File: src/rtl/cfg_dma_pkg.sv
package cfg_dma_pkg;

  // identification pattern returned by the doorbell window
  localparam logic [63:0] ID_PATTERN = 64'h5145_4D55_2043_4647;

  // descriptor layout (bytes)
  localparam int DESC_BYTES   = 16;
  localparam int STATUS_BYTES = 4;

  // control word flag positions
  localparam int FLAG_ERR  = 0;
  localparam int FLAG_READ = 1;
  localparam int FLAG_SKIP = 2;
  localparam int FLAG_SEL  = 3;

  typedef enum logic [2:0] {
    SQ_IDLE,
    SQ_FETCH,
    SQ_DECODE,
    SQ_SELWAIT,
    SQ_COPY,
    SQ_WBACK
  } seq_state_t;

endpackage

File: src/rtl/cfg_dma_doorbell.sv
module cfg_dma_doorbell
  import cfg_dma_pkg::*;
#(
  parameter int ADDR_W = 64
) (
  input  logic              clk,
  input  logic              rst,
  input  logic              wr,
  input  logic              rd,
  input  logic [2:0]        off,
  input  logic [3:0]        size,
  input  logic [63:0]       wdata,
  input  logic              busy,
  output logic [63:0]       rdata,
  output logic              start,
  output logic [ADDR_W-1:0] start_addr
);

  logic              wr_ok;
  logic              hi_w;
  logic              lo_w;
  logic              full_w;
  logic [ADDR_W-1:0] addr_q;

  assign wr_ok  = wr && !busy;
  assign hi_w   = wr_ok && (size == 4'd4) && (off == 3'd0);
  assign lo_w   = wr_ok && (size == 4'd4) && (off == 3'd4);
  assign full_w = wr_ok && (size == 4'd8) && (off == 3'd0);
  assign start  = lo_w || full_w;

  assign start_addr = full_w ? ADDR_W'(wdata)
                             : (addr_q | ADDR_W'({32'h0, wdata[31:0]}));

  always_ff @(posedge clk) begin
    if (rst) begin
      addr_q <= '0;
    end else if (hi_w) begin
      addr_q <= ADDR_W'({wdata[31:0], 32'h0});
    end else if (start) begin
      addr_q <= '0;
    end
  end

  // identification read: slice by offset and size, big-endian
  logic [4:0]  end_b;
  logic [3:0]  gap;
  logic        legal;
  logic [63:0] sliced;
  logic [63:0] mask;
  logic [63:0] rd_val;

  always_comb begin
    end_b  = 5'(off) + 5'(size);
    legal  = (end_b <= 5'd8) &&
             ((size == 4'd1) || (size == 4'd2) || (size == 4'd4) || (size == 4'd8));
    gap    = 4'(5'd8 - end_b);
    sliced = ID_PATTERN >> {gap, 3'b000};
    mask   = (size == 4'd8) ? {64{1'b1}} : ~({64{1'b1}} << {size, 3'b000});
    rd_val = legal ? (sliced & mask) : 64'h0;
  end

  always_ff @(posedge clk) begin
    if (rst) begin
      rdata <= '0;
    end else if (rd) begin
      rdata <= rd_val;
    end
  end

endmodule

File: src/rtl/cfg_dma_seq.sv
module cfg_dma_seq
  import cfg_dma_pkg::*;
#(
  parameter int ADDR_W = 64
) (
  input  logic              clk,
  input  logic              rst,
  input  logic              start,
  input  logic [ADDR_W-1:0] start_addr,
  output logic              busy,
  output logic              mem_req,
  output logic              mem_we,
  output logic [ADDR_W-1:0] mem_addr,
  output logic [7:0]        mem_wdata,
  input  logic              mem_rsp,
  input  logic [7:0]        mem_rdata,
  input  logic              mem_err,
  output logic              itm_sel,
  output logic [15:0]       itm_key,
  input  logic              itm_avail,
  input  logic [7:0]        itm_byte,
  output logic              itm_adv
);

  localparam int BUF_W   = DESC_BYTES * 8;
  localparam int IDX_W   = $clog2(DESC_BYTES);
  localparam logic [IDX_W-1:0] IDX_LAST_D = IDX_W'(DESC_BYTES - 1);
  localparam logic [IDX_W-1:0] IDX_LAST_S = IDX_W'(STATUS_BYTES - 1);

  seq_state_t        state_q;
  logic [ADDR_W-1:0] desc_q;
  logic [BUF_W-1:0]  buf_q;
  logic [IDX_W-1:0]  idx_q;
  logic [31:0]       len_q;
  logic [ADDR_W-1:0] tgt_q;
  logic              rd_mode_q;
  logic              err_q;

  logic [31:0] ctl_w;
  logic        unused_ctl_bits;

  assign ctl_w           = buf_q[BUF_W-1 -: 32];
  assign unused_ctl_bits = ^{ctl_w[15:4], ctl_w[FLAG_ERR]};

  // advance the store whenever a byte is consumed (issued write or skip)
  assign itm_adv = (state_q == SQ_COPY) && !mem_req && (len_q != 32'd0) &&
                   !err_q && itm_avail;

  always_ff @(posedge clk) begin
    if (rst) begin
      state_q   <= SQ_IDLE;
      desc_q    <= '0;
      buf_q     <= '0;
      idx_q     <= '0;
      len_q     <= '0;
      tgt_q     <= '0;
      rd_mode_q <= 1'b0;
      err_q     <= 1'b0;
      busy      <= 1'b0;
      mem_req   <= 1'b0;
      mem_we    <= 1'b0;
      mem_addr  <= '0;
      mem_wdata <= '0;
      itm_sel   <= 1'b0;
      itm_key   <= '0;
    end else begin
      unique case (state_q)
        SQ_IDLE: begin
          if (start) begin
            desc_q  <= start_addr;
            idx_q   <= '0;
            err_q   <= 1'b0;
            busy    <= 1'b1;
            state_q <= SQ_FETCH;
          end
        end

        SQ_FETCH: begin
          if (!mem_req) begin
            mem_req  <= 1'b1;
            mem_we   <= 1'b0;
            mem_addr <= desc_q + ADDR_W'(idx_q);
          end else if (mem_rsp) begin
            mem_req <= 1'b0;
            if (mem_err) begin
              err_q   <= 1'b1;
              idx_q   <= '0;
              state_q <= SQ_WBACK;
            end else begin
              buf_q <= {buf_q[BUF_W-9:0], mem_rdata};
              if (idx_q == IDX_LAST_D) begin
                state_q <= SQ_DECODE;
              end else begin
                idx_q <= idx_q + 1'b1;
              end
            end
          end
        end

        SQ_DECODE: begin
          err_q     <= 1'b0;
          idx_q     <= '0;
          tgt_q     <= ADDR_W'(buf_q[63:0]);
          rd_mode_q <= ctl_w[FLAG_READ];
          len_q     <= (ctl_w[FLAG_READ] || ctl_w[FLAG_SKIP]) ? buf_q[95:64] : 32'd0;
          if (ctl_w[FLAG_SEL]) begin
            itm_sel <= 1'b1;
            itm_key <= ctl_w[31:16];
            state_q <= SQ_SELWAIT;
          end else begin
            state_q <= SQ_COPY;
          end
        end

        SQ_SELWAIT: begin
          itm_sel <= 1'b0;
          state_q <= SQ_COPY;
        end

        SQ_COPY: begin
          if (mem_req) begin
            if (mem_rsp) begin
              mem_req <= 1'b0;
              err_q   <= err_q | mem_err;
              len_q   <= len_q - 32'd1;
              tgt_q   <= tgt_q + 1'b1;
            end
          end else if ((len_q == 32'd0) || err_q) begin
            idx_q   <= '0;
            state_q <= SQ_WBACK;
          end else if (rd_mode_q) begin
            mem_req   <= 1'b1;
            mem_we    <= 1'b1;
            mem_addr  <= tgt_q;
            mem_wdata <= itm_avail ? itm_byte : 8'h00;
          end else begin
            len_q <= len_q - 32'd1;
            tgt_q <= tgt_q + 1'b1;
          end
        end

        SQ_WBACK: begin
          if (!mem_req) begin
            mem_req   <= 1'b1;
            mem_we    <= 1'b1;
            mem_addr  <= desc_q + ADDR_W'(idx_q);
            mem_wdata <= (idx_q == IDX_LAST_S) ? {7'b0, err_q} : 8'h00;
          end else if (mem_rsp) begin
            mem_req <= 1'b0;
            if (idx_q == IDX_LAST_S) begin
              mem_we  <= 1'b0;
              busy    <= 1'b0;
              state_q <= SQ_IDLE;
            end else begin
              idx_q <= idx_q + 1'b1;
            end
          end
        end

        default: state_q <= SQ_IDLE;
      endcase
    end
  end

endmodule

File: src/rtl/cfg_dma_engine.sv
module cfg_dma_engine #(
  parameter int ADDR_W = 64
) (
  input  logic              clk,
  input  logic              rst,
  input  logic              db_wr,
  input  logic              db_rd,
  input  logic [2:0]        db_off,
  input  logic [3:0]        db_size,
  input  logic [63:0]       db_wdata,
  output logic [63:0]       db_rdata,
  output logic              busy,
  output logic              mem_req,
  output logic              mem_we,
  output logic [ADDR_W-1:0] mem_addr,
  output logic [7:0]        mem_wdata,
  input  logic              mem_rsp,
  input  logic [7:0]        mem_rdata,
  input  logic              mem_err,
  output logic              itm_sel,
  output logic [15:0]       itm_key,
  input  logic              itm_avail,
  input  logic [7:0]        itm_byte,
  output logic              itm_adv
);

  logic              kick;
  logic [ADDR_W-1:0] kick_addr;

  cfg_dma_doorbell #(.ADDR_W(ADDR_W)) u_bell (
    .clk        (clk),
    .rst        (rst),
    .wr         (db_wr),
    .rd         (db_rd),
    .off        (db_off),
    .size       (db_size),
    .wdata      (db_wdata),
    .busy       (busy),
    .rdata      (db_rdata),
    .start      (kick),
    .start_addr (kick_addr)
  );

  cfg_dma_seq #(.ADDR_W(ADDR_W)) u_seq (
    .clk        (clk),
    .rst        (rst),
    .start      (kick),
    .start_addr (kick_addr),
    .busy       (busy),
    .mem_req    (mem_req),
    .mem_we     (mem_we),
    .mem_addr   (mem_addr),
    .mem_wdata  (mem_wdata),
    .mem_rsp    (mem_rsp),
    .mem_rdata  (mem_rdata),
    .mem_err    (mem_err),
    .itm_sel    (itm_sel),
    .itm_key    (itm_key),
    .itm_avail  (itm_avail),
    .itm_byte   (itm_byte),
    .itm_adv    (itm_adv)
  );

endmodule

File: config.mk
export PLATFORM = sky130hd
export DESIGN_NAME = cfg_dma_engine
export DESIGN_NICKNAME = d
export VERILOG_FILES = /design/src/rtl/cfg_dma_pkg.sv /design/src/rtl/cfg_dma_doorbell.sv /design/src/rtl/cfg_dma_seq.sv /design/src/rtl/cfg_dma_engine.sv
export SDC_FILE = /design/constraint.sdc
export NUM_CORES = 1
export LEC_CHECK = 0
export ABC_CLOCK_PERIOD_IN_PS = 3550
export CORE_ASPECT_RATIO = 1.5
export CORE_MARGIN = 2
export CORE_UTILIZATION = 45
export DETAILED_ROUTE_END_ITERATION = 10
export HOLD_SLACK_MARGIN = 0.06
export PLACE_DENSITY = 0.66
export SETUP_SLACK_MARGIN = 0.5
export SYNTH_ARGS = -nofsm -noshare
export SYNTH_HDL_FRONTEND = slang
export SYNTH_SLANG_ARGS = --single-unit
File: constraint.sdc
create_clock -name clk -period 3.55 [get_ports clk]
set_input_delay 0.8875 -clock clk [delete_from_list [all_inputs] [get_ports clk]]
set_output_delay 0.8875 -clock clk [all_outputs]
set_load 0.02 [all_outputs]
Yosys cells after proc, flatten, opt, wreduce, memory -nomap -nowiden

Index checks and enable logic that the tools add are counted.

Add/sub/neg operators: 6
Order comparisons: 1
Equal/unequal tests: 37
Shift operators: 2
Muxes and demuxes: 77
Bitwise logic cells: 5
Reductions and logical operators: 46

Operator list:

| cell                                                                 | number |
|---|---|
| 64-bit 2-to-1 mux                                                    | 13 |
| 64-bit case mux with 2 select lines                                  | 2 |
| 32-bit 2-to-1 mux                                                    | 5 |
| 64-bit by 1-bit adder with 64-bit output, second input constant      | 1 |
| 64-bit by 4-bit adder with 64-bit output                             | 1 |
| 64-bit bitwise AND                                                   | 1 |
| 64-bit NOT                                                           | 1 |
| 64-bit by 32-bit bitwise OR with 64-bit output                       | 1 |
| 32-bit case mux with 2 select lines                                  | 1 |
| 64-bit by 7-bit << shifter with 64-bit output, first input constant  | 1 |
| 63-bit by 7-bit right shift with 64-bit output, first input constant | 1 |
| 4-bit 2-to-1 mux                                                     | 10 |
| 8-bit 2-to-1 mux                                                     | 5 |
| 3-bit 2-to-1 mux                                                     | 11 |
| 32-bit logical NOT                                                   | 1 |
| 32-bit nonzero test                                                  | 1 |
| 32-bit by 1-bit subtractor with 32-bit output, second input constant | 1 |
| 2-bit != test, second input constant                                 | 12 |
| 1-bit 2-to-1 mux                                                     | 22 |
| 4-bit case mux with 5 select lines                                   | 1 |
| 3-bit case mux with 6 select lines                                   | 1 |
| 8-bit case mux with 2 select lines                                   | 1 |
| 5-bit AND reduction                                                  | 3 |
| 7-bit AND reduction                                                  | 2 |
| 32 further kinds                                                     | 75 |

Flip-flop bits (word level): 485
Bits of input ports: 94
Output and inout port bits: 157

Longest topological paths before layout

Gate-level depths: netlist (run 1).

Word-level depth: 7
Mapped depth: 11
Mapped depth without buffers: 10

Hierarchy

A second synthesis (run 1) with hierarchy kept.

Cell total of the unflattened synthesis: 3008
Area, all modules: 22938.2 µm²

Modules (own cells, without submodules):

| module           | times used | cells an instance | area each (µm²) | sequential area each (µm²) |
|---|---|---|---|---|
| cfg_dma_seq      | 1          | 2581              | 19150.9         | 7787.5 |
| cfg_dma_doorbell | 1          | 427               | 3787.4          | 1381.3 |

Least setup slack after synthesis (run 1)

Ideal clock, no wire load.

Path type: in2reg
Start: in db_off[0]
End: reg u_bell.rdata[50]
Arrival time: 3.014 ns
Path slack: 0.475 ns
Cell stages on the path: 11
Cells stage by stage: ha_1 inv_1 fa_1 inv_1 nor3_1 nand2_1 mux2i_1 and3_1 clkbuf_1 clkbuf_1 a32o_1

Longest elaborated chain between the ends: 5
Elaborated cells between the ends (all ways): 7
Classes of those cells: add/sub (2); order compare (1); shift (1); mux (1); bitwise (1); reduce/logical (1)

RTL lines:

| what                                           | RTL line               | source |
|---|---|---|
| start, declared                                | cfg_dma_engine.sv:8    | `input logic [2:0] db_off,` |
| 3-bit by 4-bit adder with 5-bit output (*)     | cfg_dma_doorbell.sv:53 | `end_b = 5'(off) + 5'(size);` |
| 4-bit subtractor                               | cfg_dma_doorbell.sv:56 | `gap = 4'(5'd8 - end_b);` |
| 63-bit by 7-bit right shift with 64-bit output | cfg_dma_doorbell.sv:57 | `sliced = ID_PATTERN >> {gap, 3'b000};` |
| 64-bit bitwise AND                             | cfg_dma_doorbell.sv:59 | `rd_val = legal ? (sliced & mask) : 64'h0;` |
| 64-bit 2-to-1 mux (*)                          | cfg_dma_doorbell.sv:59 |  |
| end signal, assigned                           | cfg_dma_doorbell.sv:66 | `rdata <= rd_val;` |
| end, declared                                  | cfg_dma_doorbell.sv:14 | `output logic [63:0] rdata,` |

Every way passes the cells marked *; elsewhere a longest branch is shown, timed or not.
A chain may end at the register's enable or synchronous reset.

Final worst setup path (run 1)

Start: reg u_seq.len_q[14]
End: out itm_adv

Longest elaborated chain between the ends: 4

RTL lines:

| what                           | RTL line             | source |
|---|---|---|
| start, declared                | cfg_dma_seq.sv:34    | `logic [31:0] len_q;` |
| start signal, assigned         | cfg_dma_seq.sv:105   | `len_q <= (ctl_w[FLAG_READ] \|\| ctl_w[FLAG_SKIP]) ? buf_q[95:64] : 32'd0;` |
| start signal, assigned         | cfg_dma_seq.sv:125   | `len_q <= len_q - 32'd1;` |
| start signal, assigned         | cfg_dma_seq.sv:137   | `len_q <= len_q - 32'd1;` |
| 32-bit nonzero test            | cfg_dma_seq.sv:46    | `assign itm_adv = (state_q == SQ_COPY) && !mem_req && (len_q != 32'd0) &&` |
| 1-bit logical AND (2 in a row) | cfg_dma_seq.sv:46    |  |
| 1-bit logical AND              | cfg_dma_seq.sv:47    | `!err_q && itm_avail;` |
| end, declared                  | cfg_dma_engine.sv:24 | `output logic itm_adv` |

No other way between the ends.

==> flow_summary.yaml, run 1 <==
status:
  outcome: "complete, no violations"
die:
  initial_core_util: 0.454
  fp.dieW_um: 185
  die_height_um: 275
  rows: 99
  boundaryPins: 251
  core-area_um2: 48600
  die_area_um2: 50800
worst_setup_path:
  reg2reg_from: "u_seq.state_q[1]"
  crit_fanout: 7
  cp_data_required_time_ns: 2.66
  regToRegSetupSlack_ns: 0.63
  endpoint: "itm_adv"
  crit_type: "flop to output pin"
  r2r_end: "u_seq.tgt_q[63]"
  cp-end-kind: "output pin"
  cp-start-kind: "flop"
  worstSetupStartpoint: "u_seq.len_q[14]"
  r2r_cells: 8
  arrival_ns: 2.14
place:
  gp_congestion: 0.938
  hpwl_um: 52300
  place_area_um2: 25200
  place_inst: 3587
  io_buffers: 230
  place_worst_setup_slack_ns: -0.119
power_and_ir_drop:
  cellLeakagePower_nw: 8.51
  powerDensity_nw_per_um2: 401
  peakVddDrop_uv: 305
final_layout:
  area_delta_synth_final_pct: 21.9
  nets: 3102
  fillers: 4581
  drive_gt1_frac: 0.0840
  antenna_cells: 0
  layoutNonFillerInstCount: 3679
  fin_util: 0.554
  stdcell_area_um2: 26900
grt:
  grt_pass1_vias: 20700
  grt_overflow_total: 0
  grt_pass1_wl_um: 112000
  track_usage: 0.275
  grt_max_degree: 142
  antenna_found_initial: 0
worst_hold_path:
  hp-class: "flop to flop"
drt:
  avgRoutedWirePerCell_um: 19.6
  routed_via_density: 5.88
  wl_um: 72200
  remaining_drc_errors: 0
  drt-initial-drc-count: 1478
  first_pass_iters: 6
  drtAntennaViolNets: 0
  num_vias: 21600
cts:
  htree_num_levels: 2
  cts_tree: "yes"
  clockRootBuffer: "clkbuf_16"
  cts_sinks: 458
  numCtsBuffers: 45
  cts_buffer_depth: 3
  clk_pin_slew_ns: 0.07
  clkLatencyLatePin_ns: 0.58
  postCtsHoldBufs: 0
synthesis:
  async_flop_share: 0
  synth-seq-cells: 458
  yosysTopAreaCellShare: 0.416
  syn-mean-instance-area_um2: 7.79
  synth-edff-count: 0
  synth_ff_type: "dfxtp_1"
  post-synth-top-area-cell: "dfxtp_1"
  syn_area_um2: 22100
  ys_seq_area_frac: 0.416
  ys_types: 83
  yosysWarnings: 0
  synth_cells: 2833
  synthTopCellsByArea: "dfxtp_1 42%, nand2_1 9.7%, a21oi_1 7.2%, nor2_1 3.4%, clkbuf_1 3.1%"
timing:
  rsz0062_at_grt: "true"
  finalWorstSetupSlack_ns: 0.519
  max_freq_mhz: 330
  finalSetupViolCount: 0
  slew_violations: 0
  final.min_clock_period_ns: 3.03
  worstMarginPinSlew_ns: 0.917
  max-slew-margin-rel: 0.389
  finClkSkew_ns: 0.0297
  hold_violations: 0
  finalCritPeriodShare: 0.854
  hold_slack_ns: 0.455
flow_run:
  drv_cap: 0
stage by stage:
stage | setup TNS [ns] | total power [mW]
finish | 0 | 10.8
global route | 0 | 11.1
CTS | 0 | 10.8
detailed placement | -0.612 | 5.82
global placement | -0.174 | 5.82
floorplan | 0 | 5.56
synth_stat cells, types with 10 or more instances:
master,number
nand2_1,568
dfxtp_1,458
a21oi_1,318
nor2_1,198
clkbuf_1,183
o21ai_0,107
nand3_1,86
nor3_1,82
a211oi_1,66
nand4_1,60
mux2i_1,47
a22oi_1,39
inv_1,33
xnor2_1,33
nor4_1,30
o31ai_1,30
buf_4,29
xor2_1,29
a211o_1,28
and3_1,28
buf_2,27
o22ai_1,24
a31oi_1,21
or3_1,21
nand2b_1,20
ha_1,19
nor2b_1,17
a31o_2,16
a22o_1,14
a32o_1,14
and4_1,14
a221oi_1,13
and2_1,13
buf_1,12
o32ai_1,11
a21o_1,10
o221ai_1,10
routing by layer:
layer	GRT usage	vias up	share of wire
li1	-	10400	-
met1	0.306	10200	0.37
met2	0.496	791	0.51
met3	0.0290	215	0.052
met4	0.173	0	0.067
met5	0	-	0
state kept, by name, indices dropped and copies added, names as in the netlist, 3 cells and up:
name	cells
u_seq.idx_q	4
u_seq.tgt_q	64
u_seq.itm_key	16
u_bell.addr_q	32
u_seq.mem_addr	64
u_seq.buf_q	128
u_bell.rdata	37
u_seq.desc_q	64
u_seq.len_q	32
u_seq.mem_wdata	8
u_seq.state_q	3
repair_timing:
item | CTS | global route
gates resized for setup | 22 | 6
gates cloned | 0 | 1
hold endpoints to repair | 0 | 0
endpoints found under the setup margin | 7 | 12
setup buffers | 7 | 1
pin swaps | 3 | 2
report_power, final:
part / switching, mW / total (mW) / internal [mW]
clock network: 2.11 / 5.06 / 2.95
logic: 0.317 / 0.550 / 0.232
registers: 0.0126 / 5.16 / 5.15
total: 2.44 / 10.8 / 8.33
cells in the final DEF (no fill, tap or decap), types with 20 or more instances in the layout:
cell type | Yosys | layout
nor2_1 | 198 | 196
a21oi_1 | 318 | 318
nor3_1 | 82 | 79
nand4_1 | 60 | 60
nand3_1 | 86 | 84
xnor2_1 | 33 | 33
dfxtp_1 | 458 | 456
inv_1 | 33 | 30
nor4_1 | 30 | 29
buf_4 | 29 | 93
o21ai_0 | 107 | 107
conb_1 | 1 | 20
nand2_1 | 568 | 568
a22oi_1 | 39 | 39
o22ai_1 | 24 | 23
o31ai_1 | 30 | 30
and3_1 | 28 | 27
clkbuf_16 | 0 | 48
a211oi_1 | 66 | 66
nand2b_1 | 20 | 20
a31oi_1 | 21 | 20
xor2_1 | 29 | 29
or3_1 | 21 | 21
a211o_1 | 28 | 28
clkdlybuf4s50_1 | 0 | 228
mux2i_1 | 47 | 46
how the worst min path moves through the flow:
stage                       startpoint  cells past startpoint  slack, ns                 end
floorplan              u_seq.buf_q[96]                      2       0.43    u_seq.buf_q[104]
global placement      u_bell.rdata[13]                      2       0.44    u_bell.rdata[13]
detailed placement    u_bell.rdata[13]                      2       0.44    u_bell.rdata[13]
CTS                   u_seq.buf_q[107]                      2       0.46    u_seq.buf_q[107]
global route        u_seq.mem_addr[36]                      2       0.47  u_seq.mem_addr[36]
finish                u_bell.rdata[11]                      2       0.45    u_bell.rdata[11]
area by class of cell:
type                       instances  area, um^2  share of cell area
timing repair buffer             340        3330               0.124
tap                              656         821              0.0305
clock inverter                    22         241             0.00898
sequential                       458        9170               0.341
clock buffer                      61        1310              0.0487
inverter                          33         124             0.00461
multi-input combinational       2109       11900               0.442
worst max-delay path: stages, from the launching register on:
cell and delay (ns):
dfxtp_1 0.37, nor4_2 0.37, nand4_2 0.24, nor3_2 0.25
buf_6 0.15, nor3_4 0.05, buf_6 0.14
cell families after synthesis:
group / after synthesis / share of synthesized area
buffers and inverters: 285 / 0.0553
multiplexers: 48 / 0.0218
XOR/XNOR: 62 / 0.0246
other: 1 / 0.000170
AO/OA/AOI/OAI: 778 / 0.224
adder cells (fa/ha/maj): 21 / 0.0126
AND/OR/NAND/NOR: 1180 / 0.245
flip-flops: 458 / 0.416
Note: power is estimated with default switching activity, not from simulation.
==> inputs of run 2 (changes only) <==
ABC_AREA = 1   (was default)
GPL_ROUTABILITY_DRIVEN = 0   (was default)
PLACE_DENSITY = 0.65   (was 0.66)
==> flow_summary.yaml, run 2 <==
synthesis:
  yosysWarnings: 0
  synth_cells: 4056
  yosysMostFrequentCell: "nand2_1"
  synth.area.mux_share: 0
  syn_area_um2: 25100
  synth_ff_type: "dfxtp_1"
  netlist_top_cells_count: "1091 x nand2_1, 791 x nor2_1, 458 x dfxtp_1"
  synthAdderAreaFrac: 0.0111
  yosysTopAreaCellShare: 0.365
  synth_compound_area_frac: 0.138
  synth-simple-area-share: 0.376
  ys_types: 43
  synth_top_family_by_area: "simple AND/OR/NAND/NOR gates"
  async_flop_share: 0
  post-synth-top-area-cell: "dfxtp_1"
  synth-edff-count: 0
  synthTopCellsByArea: "dfxtp_1 37%, nand2_1 16%, nor2_1 12%, nand3_1 5.7%, o21ai_0 5.3%"
  ys_seq_area_frac: 0.365
  synth_xor_area_frac: 0.0154
  synth-seq-cells: 458
  syn-mean-instance-area_um2: 6.19
worst_hold_path:
  min_from: "u_seq.itm_key[4]"
  hp-class: "flop to flop"
  holdPathEnd: "u_seq.itm_key[4]"
  min_path_cells: 2
timing:
  hold_violations: 0
  final.min_clock_period_ns: 2.99
  rsz0062_at_grt: "true"
  finClkSkew_ns: 0.0267
  worstMarginPinSlew_ns: 1.22
  finalCritPeriodShare: 0.841
  max_freq_mhz: 335
  finalSetupViolCount: 0
  hold_slack_ns: 0.458
  max-slew-margin-rel: 0.182
  slew_violations: 0
worst_setup_path:
  crit_type: "flop to flop"
  cp_data_required_time_ns: 4.10
  arrival_ns: 3.54
  r2r_cells: 9
  reg2reg_from: "u_seq.state_q[1]"
  cp-end-kind: "flop"
  regToRegSetupSlack_ns: 0.56
  cp-start-kind: "flop"
  crit_fanout: 45
  r2r_end: "u_seq.mem_addr[0]"
cts:
  cts_sinks: 458
  clk_pin_slew_ns: 0.07
  cts_tree: "yes"
  clockRootBuffer: "clkbuf_16"
  cts_buffer_depth: 3
  numCtsBuffers: 47
  htree_num_levels: 2
  clkLatencyLatePin_ns: 0.62
grt:
  grt_overflow_total: 0
  grt_pass1_vias: 25000
  antenna_found_initial: 0
  grt_pass1_wl_um: 138000
  track_usage: 0.301
  grt_max_degree: 81
final_layout:
  nets: 4303
  fillers: 5661
  top_register: "u_seq.buf_q"
  final_common_cell: "nand2_1"
  largest_register_ffs: 128
  drive_gt1_frac: 0.0462
  most-common-layout-cells: "1088 x nand2_1, 785 x nor2_1, 458 x dfxtp_1"
  antenna_cells: 0
  layoutNonFillerInstCount: 4926
  area_delta_synth_final_pct: 18.0
flow_run:
  drv_cap: 0
drt:
  dr_wl_met3_um: 5020
  wl_met1_um: 34700
  remaining_drc_errors: 0
  num_vias: 26400
  wl_um: 88100
  drtAntennaViolNets: 0
  avgRoutedWirePerCell_um: 17.9
  dr.max_layer_used: "met4"
  route.met2.wl_um: 42300
  drt-initial-drc-count: 2094
  routed_via_density: 5.36
  first_pass_iters: 8
die:
  core-area_um2: 55400
  initial_core_util: 0.453
  fp.dieW_um: 197
  boundaryPins: 251
  die_height_um: 293
  die_area_um2: 57700
  rows: 106
status:
  outcome: "complete, no violations"
power_and_ir_drop:
  peakVddDrop_uv: 548
  cellLeakagePower_nw: 12.1
  powerDensity_nw_per_um2: 635
place:
  io_buffers: 230
  hpwl_um: 64500
  place_inst: 4840
[run 2: cell types whose count changed after synthesis, sizes merged, moves of 32 or more]
cell / previous run / this run
clkbuf: 183 / 134
nand3: 86 / 286
nand2: 568 / 1095
nor3: 82 / 27
a211oi: 66 / 29
a22oi: 39 / 7
o21ai: 110 / 278
nor2: 198 / 796
mux2i: 47 / 0
a21oi: 319 / 264
inv: 33 / 337
[run 2: cells by family after synthesis]
kind of cell | Yosys count
AOI/OAI and AO/OA | 647
xor gates and xnor gates | 44
adders and majority gates | 21
buffers and inverters | 570
DFF | 458
other | 1
and+or+nand+nor | 2315
[run 2: repair_timing]
item,in CTS,in global routing
buffers inserted,1,0
setup endpoints to repair,1,36
hold buffers,0,0
pin swaps,3,0
gates resized for setup,6,6
[run 2: per-stage QoR]
stage               total power, mW  worst slack [ns]  TNS (ns)  utilization  cell area, um^2
floorplan                      11.1             0.516         0            -            25200
global placement               13.3           -0.0195   -0.0572        0.504            27900
detailed placement             13.3           -0.0508    -0.153        0.504            27900
CTS                            18.8             0.501         0        0.534            29600
global route                   20.0             0.401         0        0.534            29600
finish                         18.8             0.565         0        0.534            29600
[run 2: worst max-delay path by stage]
stage,startpoint,end,slack (ns),cells past startpoint
after floorplan,db_off[0],u_bell.rdata[46],0.52,11
after global routing,u_seq.state_q[1],u_seq.mem_addr[2],0.40,9
after detailed placement,db_size[0],u_bell.rdata[62],-0.05,13
after CTS,u_seq.len_q[0],itm_adv,0.50,8
after global placement,db_off[0],u_bell.rdata[43],-0.02,13
final,u_seq.state_q[1],u_seq.mem_addr[0],0.56,9
[run 2: cell type report]
type                            count  area [um^2]  share of cell area
Clock buffer                       61         1320              0.0445
Multi-Input combinational cell   3047        13700               0.464
Tap cell                          702          878              0.0297
Inverter                          340         1280              0.0434
Sequential cell                   458         9170               0.310
Timing Repair Buffer              294         2900              0.0979
Clock inverter                     24          333              0.0112
[run 2: metal layers]
metal / track usage / vias to the layer above
met5: 0 / -
met4: 0.186 / 0
met3: 0.0381 / 288
met2: 0.519 / 921
met1: 0.353 / 12000
li1: - / 13200
[run 2: critical path: stages (launching register included)]
cell	delay, ns
dfxtp_1	0.49
inv_1	0.16
nand3_4	0.11
buf_4	0.40
inv_2	0.12
nand2_1	0.14
nand2_1	0.14
nor2_4	0.89
nand2_1	0.25
a21oi_1	0.19
[run 2: power breakdown]
group	total [mW]	internal, mW	switching [mW]
sequential	6.61	5.81	0.797
combinational	6.78	2.38	4.40
clock	5.43	3.09	2.34
total	18.8	11.3	7.54
